## src/rtl/gpio_pkg.sv

```systemverilog
package gpio_pkg;
  localparam int unsigned ADDR_W = 3;

  localparam logic [ADDR_W-1:0] WORD_CTL   = 3'd0;
  localparam logic [ADDR_W-1:0] WORD_DIR   = 3'd1;
  localparam logic [ADDR_W-1:0] WORD_OUT   = 3'd2;
  localparam logic [ADDR_W-1:0] WORD_STATE = 3'd3;
  localparam logic [ADDR_W-1:0] WORD_IEN   = 3'd4;

  // control encoding: bit 0 clock run, bit 1 hold in reset
  localparam logic [1:0] CTL_RUN = 2'b01;
endpackage

```

## src/rtl/gpio_ctl.sv

```systemverilog
module gpio_ctl (
  input  logic       clk,
  input  logic       rst_n,
  input  logic       wr_ctl,
  input  logic [1:0] wdata,
  output logic [1:0] ctl_q,
  output logic       active,
  output logic       clear
);
  import gpio_pkg::*;

  logic [1:0] ctl_d;

  always_comb begin
    ctl_d = ctl_q;
    if (wr_ctl) ctl_d = wdata;
  end

  always_ff @(posedge clk or negedge rst_n) begin
    if (!rst_n) ctl_q <= 2'b00;
    else        ctl_q <= ctl_d;
  end

  assign active = (ctl_q == CTL_RUN);
  assign clear  = ctl_q[1];

  // writing the run value makes the block active on the next cycle
  assert_run_value_activates_R2: assert property (@(posedge clk) disable iff (!rst_n)
    (wr_ctl && wdata == CTL_RUN) |=> active);

  // a reset request never leaves the block active
  assert_reset_blocks_active_R3: assert property (@(posedge clk) disable iff (!rst_n)
    (wr_ctl && wdata[1]) |=> !active);
endmodule

```

## src/rtl/gpio_sync.sv

```systemverilog
module gpio_sync #(
  parameter int unsigned WIDTH = 16
) (
  input  logic             clk,
  input  logic             rst_n,
  input  logic [WIDTH-1:0] async_in,
  output logic [WIDTH-1:0] sync_out
);
  for (genvar i = 0; i < WIDTH; i++) begin : g_bit
    logic stage1_q, stage2_q;
    always_ff @(posedge clk or negedge rst_n) begin
      if (!rst_n) begin
        stage1_q <= 1'b0;
        stage2_q <= 1'b0;
      end else begin
        stage1_q <= async_in[i];
        stage2_q <= stage1_q;
      end
    end
    assign sync_out[i] = stage2_q;
  end
endmodule

```

## src/rtl/gpio_regs.sv

```systemverilog
module gpio_regs #(
  parameter int unsigned NUM_PINS = 16,
  parameter int unsigned IEN_W    = 8,
  parameter int unsigned DATA_W   = 32
) (
  input  logic                      clk,
  input  logic                      rst_n,
  input  logic                      active,
  input  logic                      clear,
  input  logic                      wr_en,
  input  logic [gpio_pkg::ADDR_W-1:0] addr,
  input  logic [DATA_W-1:0]         wdata,
  output logic [NUM_PINS-1:0]       dir_q,
  output logic [NUM_PINS-1:0]       out_q,
  output logic [IEN_W-1:0]          ien_q
);
  import gpio_pkg::*;

  localparam int unsigned MASK_LSB = DATA_W / 2;

  logic [NUM_PINS-1:0] dir_d, out_d, wr_mask, wr_val;
  logic [IEN_W-1:0]    ien_d;
  logic                wr_ok;

  assign wr_ok   = wr_en && active;
  assign wr_mask = wdata[MASK_LSB +: NUM_PINS];
  assign wr_val  = wdata[NUM_PINS-1:0];

  always_comb begin
    dir_d = dir_q;
    out_d = out_q;
    ien_d = ien_q;
    if (clear) begin
      dir_d = '0;
      out_d = '0;
      ien_d = '0;
    end else if (wr_ok) begin
      case (addr)
        WORD_DIR: dir_d = wr_val;
        WORD_OUT: out_d = (out_q & ~wr_mask) | (wr_val & wr_mask);
        WORD_IEN: ien_d = wdata[IEN_W-1:0];
        default:  ;
      endcase
    end
  end

  always_ff @(posedge clk or negedge rst_n) begin
    if (!rst_n) begin
      dir_q <= '0;
      out_q <= '0;
      ien_q <= '0;
    end else begin
      dir_q <= dir_d;
      out_q <= out_d;
      ien_q <= ien_d;
    end
  end

  // the reset request empties every register
  assert_clear_empties_R3: assert property (@(posedge clk) disable iff (!rst_n)
    clear |=> (dir_q == '0 && out_q == '0 && ien_q == '0));

  // writes while stopped leave contents untouched
  assert_stopped_write_ignored_R4: assert property (@(posedge clk) disable iff (!rst_n)
    (wr_en && !active && !clear) |=> ($stable(dir_q) && $stable(out_q) && $stable(ien_q)));

  // unmasked output bits keep their previous value
  assert_unmasked_bits_hold_R6: assert property (@(posedge clk) disable iff (!rst_n)
    (wr_ok && addr == WORD_OUT) |=>
      ((out_q & ~$past(wr_mask)) == ($past(out_q) & ~$past(wr_mask))));
endmodule

```

## src/rtl/gpio_irq.sv

```systemverilog
module gpio_irq #(
  parameter int unsigned NUM_PINS = 16,
  parameter int unsigned SPLIT    = 8,
  localparam int unsigned IEN_W   = NUM_PINS - SPLIT
) (
  input  logic                active,
  input  logic [NUM_PINS-1:0] level,
  input  logic [IEN_W-1:0]    ien,
  output logic [SPLIT-1:0]    irq_line,
  output logic                irq_shared
);
  logic [IEN_W-1:0] gated;

  for (genvar i = 0; i < IEN_W; i++) begin : g_gate
    assign gated[i] = level[SPLIT+i] & ien[i];
  end

  assign irq_line   = active ? level[SPLIT-1:0] : '0;
  assign irq_shared = active & (|gated);
endmodule

```

## src/rtl/gpio16_shared_irq.sv

```systemverilog
module gpio16_shared_irq #(
  parameter int unsigned NUM_PINS = 16,
  parameter int unsigned SPLIT    = 8,
  parameter int unsigned DATA_W   = 32
) (
  input  logic                        clk,
  input  logic                        rst_n,
  input  logic                        wr_en,
  input  logic                        rd_en,
  input  logic [gpio_pkg::ADDR_W-1:0] addr,
  input  logic [DATA_W-1:0]           wdata,
  output logic [DATA_W-1:0]           rdata,
  input  logic [NUM_PINS-1:0]         pin_in,
  output logic [NUM_PINS-1:0]         pin_out,
  output logic [NUM_PINS-1:0]         pin_oe,
  output logic [SPLIT-1:0]            irq_line,
  output logic                        irq_shared
);
  import gpio_pkg::*;

  localparam int unsigned IEN_W = NUM_PINS - SPLIT;

  logic                rst_meta_q, rst_n_s;
  logic [1:0]          ctl_q;
  logic                active, clear;
  logic [NUM_PINS-1:0] level, dir_q, out_q;
  logic [IEN_W-1:0]    ien_q;

  // asynchronous assert, synchronous release
  always_ff @(posedge clk or negedge rst_n) begin
    if (!rst_n) begin
      rst_meta_q <= 1'b0;
      rst_n_s    <= 1'b0;
    end else begin
      rst_meta_q <= 1'b1;
      rst_n_s    <= rst_meta_q;
    end
  end

  gpio_ctl u_ctl (
    .clk    (clk),
    .rst_n  (rst_n_s),
    .wr_ctl (wr_en && addr == WORD_CTL),
    .wdata  (wdata[1:0]),
    .ctl_q  (ctl_q),
    .active (active),
    .clear  (clear)
  );

  gpio_sync #(.WIDTH(NUM_PINS)) u_sync (
    .clk      (clk),
    .rst_n    (rst_n_s),
    .async_in (pin_in),
    .sync_out (level)
  );

  gpio_regs #(.NUM_PINS(NUM_PINS), .IEN_W(IEN_W), .DATA_W(DATA_W)) u_regs (
    .clk    (clk),
    .rst_n  (rst_n_s),
    .active (active),
    .clear  (clear),
    .wr_en  (wr_en),
    .addr   (addr),
    .wdata  (wdata),
    .dir_q  (dir_q),
    .out_q  (out_q),
    .ien_q  (ien_q)
  );

  gpio_irq #(.NUM_PINS(NUM_PINS), .SPLIT(SPLIT)) u_irq (
    .active     (active),
    .level      (level),
    .ien        (ien_q),
    .irq_line   (irq_line),
    .irq_shared (irq_shared)
  );

  assign pin_out = out_q;
  assign pin_oe  = dir_q;

  always_comb begin
    rdata = '0;
    if (rd_en) begin
      if (addr == WORD_CTL) begin
        rdata[1:0] = ctl_q;
      end else if (active) begin
        case (addr)
          WORD_DIR:   rdata[NUM_PINS-1:0] = dir_q;
          WORD_OUT:   rdata[NUM_PINS-1:0] = out_q;
          WORD_STATE: rdata[NUM_PINS-1:0] = level;
          WORD_IEN:   rdata[IEN_W-1:0]    = ien_q;
          default:    rdata = '0;
        endcase
      end
    end
  end

  // a stopped block reads zero everywhere except the control word
  assert_stopped_reads_zero_R4: assert property (@(posedge clk) disable iff (!rst_n_s)
    (rd_en && !active && addr != WORD_CTL) |-> rdata == '0);

  // no per-pin request while stopped
  assert_lines_quiet_when_stopped_R8: assert property (@(posedge clk) disable iff (!rst_n_s)
    !active |-> irq_line == '0);

  // shared request needs at least one enable bit and a running block
  assert_shared_needs_enable_R9: assert property (@(posedge clk) disable iff (!rst_n_s)
    irq_shared |-> (active && ien_q != '0));

  // unmapped words always read zero
  assert_unmapped_zero_R11: assert property (@(posedge clk) disable iff (!rst_n_s)
    (rd_en && addr > WORD_IEN) |-> rdata == '0);
endmodule

```

## config.mk

```make
export PLATFORM = sky130hd
export DESIGN_NAME = gpio16_shared_irq
export DESIGN_NICKNAME = d
export VERILOG_FILES = /design/src/rtl/gpio_pkg.sv /design/src/rtl/gpio_ctl.sv /design/src/rtl/gpio_sync.sv /design/src/rtl/gpio_regs.sv /design/src/rtl/gpio_irq.sv /design/src/rtl/gpio16_shared_irq.sv
export SDC_FILE = /design/constraint.sdc
export NUM_CORES = 1
export LEC_CHECK = 0
export ABC_AREA = 1
export BUFFER_PORTS_ARGS = -buffer_cell sky130_fd_sc_hd__clkbuf_2
export CORE_ASPECT_RATIO = 1.4
export CORE_MARGIN = 1.5
export CORE_UTILIZATION = 50
export CTS_BUF_LIST = sky130_fd_sc_hd__clkbuf_4 sky130_fd_sc_hd__clkbuf_8 sky130_fd_sc_hd__clkbuf_16
export DETAILED_ROUTE_END_ITERATION = 8
export GPL_ROUTABILITY_DRIVEN = 0
export HOLD_SLACK_MARGIN = 0.06
export PLACE_DENSITY = 0.8
export SLEW_MARGIN = 20
export SYNTH_ARGS = -nofsm -noshare
export SYNTH_HDL_FRONTEND = slang
export SYNTH_SLANG_ARGS = --single-unit
```

## constraint.sdc

```tcl
create_clock -name clk -period 4 [get_ports clk]
set_input_delay 0.2 -clock clk [delete_from_list [all_inputs] [get_ports clk]]
set_output_delay 0.2 -clock clk [all_outputs]
set_load 0.005 [all_outputs]
```

== Word level (Yosys, flattened, before mapping) ==
Cells that the tools add are included.
Storage, ports and cells
  register bits: 76
  output and inout port bits: 73
  memories kept: 0
  ROM bits: 0
  bits in latches: 0
  bits in writable memories: 0
Operators by class
  add/subtract/negate cells: 0
  shift-type cells: 0
  bitwise operators: 13
  reductions and logical operators: 11
  $lt $le $gt $ge: 0
  equal/unequal tests: 5
  div/mod/pow operators: 0
  mux-type cells: 16
  $mul: 0
Operators by type and width (count)
  16-bit two-way mux: 7
  16-bit AND: 2
  32-bit two-way mux: 1
  8-bit two-way mux: 4
  8-bit case mux with 4 select lines: 1
  30-bit two-way mux: 1
  8-bit case mux with 3 select lines: 1
  16-bit inverter: 1
  16-bit bitwise OR: 1
  1-bit AND: 9
  2-bit nonzero test: 4
  8-bit OR reduction: 1
  3-bit by 2-bit equality test with 1-bit output, second input constant: 2
  2-bit AND reduction: 3
  3-bit by 1-bit equality test with 1-bit output, second input constant: 1
  3-bit equality test, second input constant: 1
  3-bit zero test: 1
  2-bit by 1-bit equality test with 1-bit output, second input constant: 1
  1-bit logical AND: 2
  2-bit two-way mux: 1

== Logic depth before layout (Yosys ltp) ==
  word-level depth: 6
  gate-level depth with buffers: 9
  depth with buffers taken out: 7

== Modules after synthesis ==
A second synthesis with hierarchy kept.
Unflattened totals
  cells, all modules: 490
  area, all modules: 3953.8 um2
By module, submodules not included
  gpio_regs: area each 2014.4 um2, cells each 252, times used 1
  gpio_sync: area each 920.9 um2, cells each 48, times used 1
  gpio16_shared_irq: area each 794.5 um2, cells each 145, times used 1
  gpio_irq: area each 132.6 um2, cells each 33, times used 1
  gpio_ctl: area each 91.3 um2, cells each 12, times used 1

== Worst setup path before layout ==
Ideal clock, no wire load.
  kind: reg-to-output
  start point: reg u_ctl.ctl_q[1]
  end point: out rdata[1]
  path slack: 2.552 ns
  arrival: 1.248 ns
  stages on the path, launching flop included: 7
  cells stage by stage: dfrtp_1 > buf_2 > inv_2 > buf_4 > nand2_1 > o21bai_1 > a21oi_1
On the way
  cells in the longest elaborated chain, start to end: 4
RTL lines
  start: declaration: RTL line gpio_ctl.sv:6  | output logic [1:0] ctl_q,
  start signal: assignment: RTL line gpio_ctl.sv:21  | else ctl_q <= ctl_d;
  2-bit by 1-bit equality test with 1-bit output: RTL line gpio_ctl.sv:24  | assign active = (ctl_q == CTL_RUN);
  16-bit two-way mux: RTL line gpio16_shared_irq.sv:86  | end else if (active) begin
  2-bit two-way mux *: RTL line gpio16_shared_irq.sv:84  | if (addr == WORD_CTL) begin
  32-bit two-way mux *: RTL line gpio16_shared_irq.sv:83  | if (rd_en) begin
  end: declaration: RTL line gpio16_shared_irq.sv:12  | output logic [DATA_W-1:0] rdata,
Every way passes the cells marked *; elsewhere a longest branch is shown, timed or not.

== Worst setup path after layout ==
  start point: reg u_ctl.ctl_q[1]
  end point: out rdata[10]
On the way
  cells in the longest elaborated chain, start to end: 4
RTL lines (RTL line)
  2-bit by 1-bit equality test with 1-bit output: gpio_ctl.sv:24
  16-bit two-way mux: gpio16_shared_irq.sv:86
  30-bit two-way mux: gpio16_shared_irq.sv:84
  32-bit two-way mux: gpio16_shared_irq.sv:83
Every way passes these cells.

==> metrics.csv <==
stage;metric;value;unit
drt;viasPerCell;5.03;
pwr;p_comb_share;21.6;%
logic_synthesis;synth_cell_type_count;29;
pwr;p_seq_share;50.9;%
setup_path;path_cells;inv_2 > nand3_1 > nor3_2 > o21ai_0 > inv_1 > clkbuf_2;
timing;hold_viol;0;
floorplan;die_area;7690;µm²
setup_path;critical_path_class;flop to primary output;
finish;final_nets;590;
timing;finalMaxSlewViolations;0;
floorplan;core-area;6940;µm²
drt;wl;8.70;mm
timing;worst_pin_slew;916;ps
timing;rsz0062_at_grt;no;
logic_synthesis;ys_top_cells_by_area;dfrtp_1 53%, inv_1 7.0%, nand2_1 6.2%;
drt;drc;0;
timing;max_slew_margin;38.9;%
pwr;pwr-share-clk;27.5;%
clock_network;cts.sinks;76;
grt;grt_max_degree;75;
grt;grt_pass1_vias;2953;
place;dp.cells;602;
floorplan;die_h;103;µm
pwr;vdd_drop_max;0.000289;V
flow_run;max_cap_violations;0;
pwr;switching_share;32.1;%
logic_synthesis;synthFlopType;dfrtp_1;
setup_path;crit_fanout;31;
setup_path;worst_setup_path_start_kind;flop;
clock_network;clock_path_buffers;2;
floorplan;rows;36;
logic_synthesis;yosysMostFrequentCell;dfrtp_1;
place;hpwl;6.32;mm
drt;wl_per_cell;13.7;µm
drt;firstDrtPassIters;6;
setup_path;critical_path.max_stage_delay;510;ps
timing;setup_viol;0;
setup_path;crit_arrival;2350;ps
logic_synthesis;synth_warnings;0;
logic_synthesis;yosysSeqAreaShare;53.1;%
logic_synthesis;yosys.area.top_type;dfrtp_1;
run_status;status;complete, no violations;
clock_network;numCtsBuffers;9;
floorplan;ioPinCount;128;
clock_network;clock_latency;340;ps
clock_network;cts_setup_buffers;0;
timing;fmax;392;MHz
finish;diodes;0;
place;portBuffers;111;
logic_synthesis;synth_top_area_share;53.1;%
setup_path;crit_slowest_cell;dfrtp_1;
timing;skew;9.80;ps
grt;grt_first_pass_wirelength;13.6;mm
timing;finalCriticalPeriod;2550;ps
pwr;power.leakage;2.33;nW
floorplan;fp.dieW;74.5;µm
pwr;intPower;0.00124;W
logic_synthesis;synth_edf_count;0;
worst_hold_path;hold_class;primary input to flop;
clock_network;cts.root.buffer_cell;clkbuf_8;
logic_synthesis;yosys-top-cells-count;76 x dfrtp_1, 67 x inv_1, 59 x nand2_1;
pwr;powerDensity;411;nW/µm²
logic_synthesis;synth_area_per_cell;8.74;µm²
setup_path;required;3800;ps
logic_synthesis;syn_inst;410;
grt;gr-total-overflow;0;
timing;tns;0;ps
finish;drive_gt1_share;29.1;%
pwr;p_sw;0.000585;W
drt;drtIter0Drc;305;
clock_network;path_clk_slew;80;ps
logic_synthesis;async_flop_share;100;%
timing;post-route-period-util;63.8;%
grt;antenna_found_initial;0;
grt;track_usage;24.1;%
clock_network;htree_levels;3;
finish;instances_no_fill;635;
floorplan;start_util;51.6;%
finish;syn2layout_area_growth;23.8;%
drt;num_vias;3191;
setup_path;endpoint_kind;primary output;
drt;ant_nets;0;
logic_synthesis;synth-seq-cells;76;
clock_network;cts_tree;done;
logic_synthesis;netlist_area;3580;µm²
==> cells in the final DEF, fill, tap and decap left out, drive strengths merged, types with 8 or more instances in the layout <==
cell type / synthesis / final
o22ai: 16 / 16
conb: 2 / 17
inv: 73 / 73
clkbuf: 2 / 121
nand3: 31 / 31
dlygate4sd3: 0 / 17
o21ai: 63 / 63
a21oi: 8 / 8
nor2: 44 / 44
nand2: 59 / 59
dfrtp: 76 / 76
==> metrics by stage <==
step	total power [W]	utilization [%]	instance area, µm²	setup WS [ps]	hold slack, ps
after CTS	0.00183	63.9	4430	1420	103
after detailed placement	0.00132	59.0	4090	1780	-11.4
after global routing	0.00193	63.9	4430	1200	120
final	0.00182	63.9	4430	1450	108
after global placement	0.00131	59.0	4090	1850	-14.5
after floorplan	0.00119	-	3640	1730	-95.6
==> kinds of logic (layout without fill, tap and decap cells) <==
family          count (synthesis)  count (layout)  share of synthesized area, %
simple gates                  140             140                          17.1
buf+inv                       102             217                          13.9
compound gates                 90              90                          15.7
other cells                     2              17                         0.210
flops                          76              76                          53.1
==> worst max-delay path, delay by kind of cell (launching register included) <==
| family | cells | cell delay [ps] |
|---|---|---|
| buffers and inverters | 3 | 670 |
| DFF | 1 | 510 |
| AOI/OAI and AO/OA | 1 | 170 |
| and+or+nand+nor | 2 | 650 |
==> power by group through the flow <==
stage          combinational (W)  sequential (W)  clock, W
2_1_floorplan           0.000260        0.000926         0
3_3_place_gp            0.000367        0.000939         0
3_5_place_dp            0.000375        0.000944         0
4_1_cts                 0.000391        0.000928  0.000510
5_1_grt                 0.000439        0.000940  0.000549
6_report                0.000394        0.000927  0.000501
==> registers in the layout, summed over array words and instances (netlist names) <==
register and cells:
u_regs.dir_q 16, u_regs.out_q 16, u_sync.g_bit.stage1_q 16, u_sync.g_bit.stage2_q 16
u_regs.ien_q 8, u_ctl.ctl_q 2, rst_meta_q 1, rst_n_s 1
==> layout make-up <==
type / instances / area (µm²)
inverter: 73 / 274
clock inverter: 6 / 41.3
sequential: 76 / 1910
tap: 95 / 119
multi-input combinational: 247 / 1240
timing repair buffer: 128 / 726
clock buffer: 10 / 131
fill: 626 / 2500
==> worst paths after layout <==
check	cells past startpoint	to	startpoint	slack, ps
setup / recovery	6	rdata[10]	u_ctl.ctl_q[1]	1450
hold / removal	3	u_regs.dir_q[14]	wdata[14]	110
setup reg to reg	4	u_regs.out_q[4]	u_ctl.ctl_q[1]	2230
hold reg to reg	0	u_sync.g_bit[9].stage2_q	u_sync.g_bit[9].stage1_q	350
max in group asynchronous	0	u_regs.out_q[9]	rst_n_s	2940
min in group asynchronous	2	rst_n_s	rst_n	180
==> routing by layer <==
metal  share of wire (%)  up-vias  track usage (%)
met5                   0        -                0
met4                 3.1        0             11.0
met3                 7.7       30             6.16
met2                  50      183             39.3
met1                  39     1454             29.8
li1                    -     1524                -
==> timing repair <==
item | CTS | global route
hold buffers | 17 | 0
gates resized for setup | 0 | 0
endpoints found under the hold margin | 18 | 0
(Power assumes the default switching activity.)
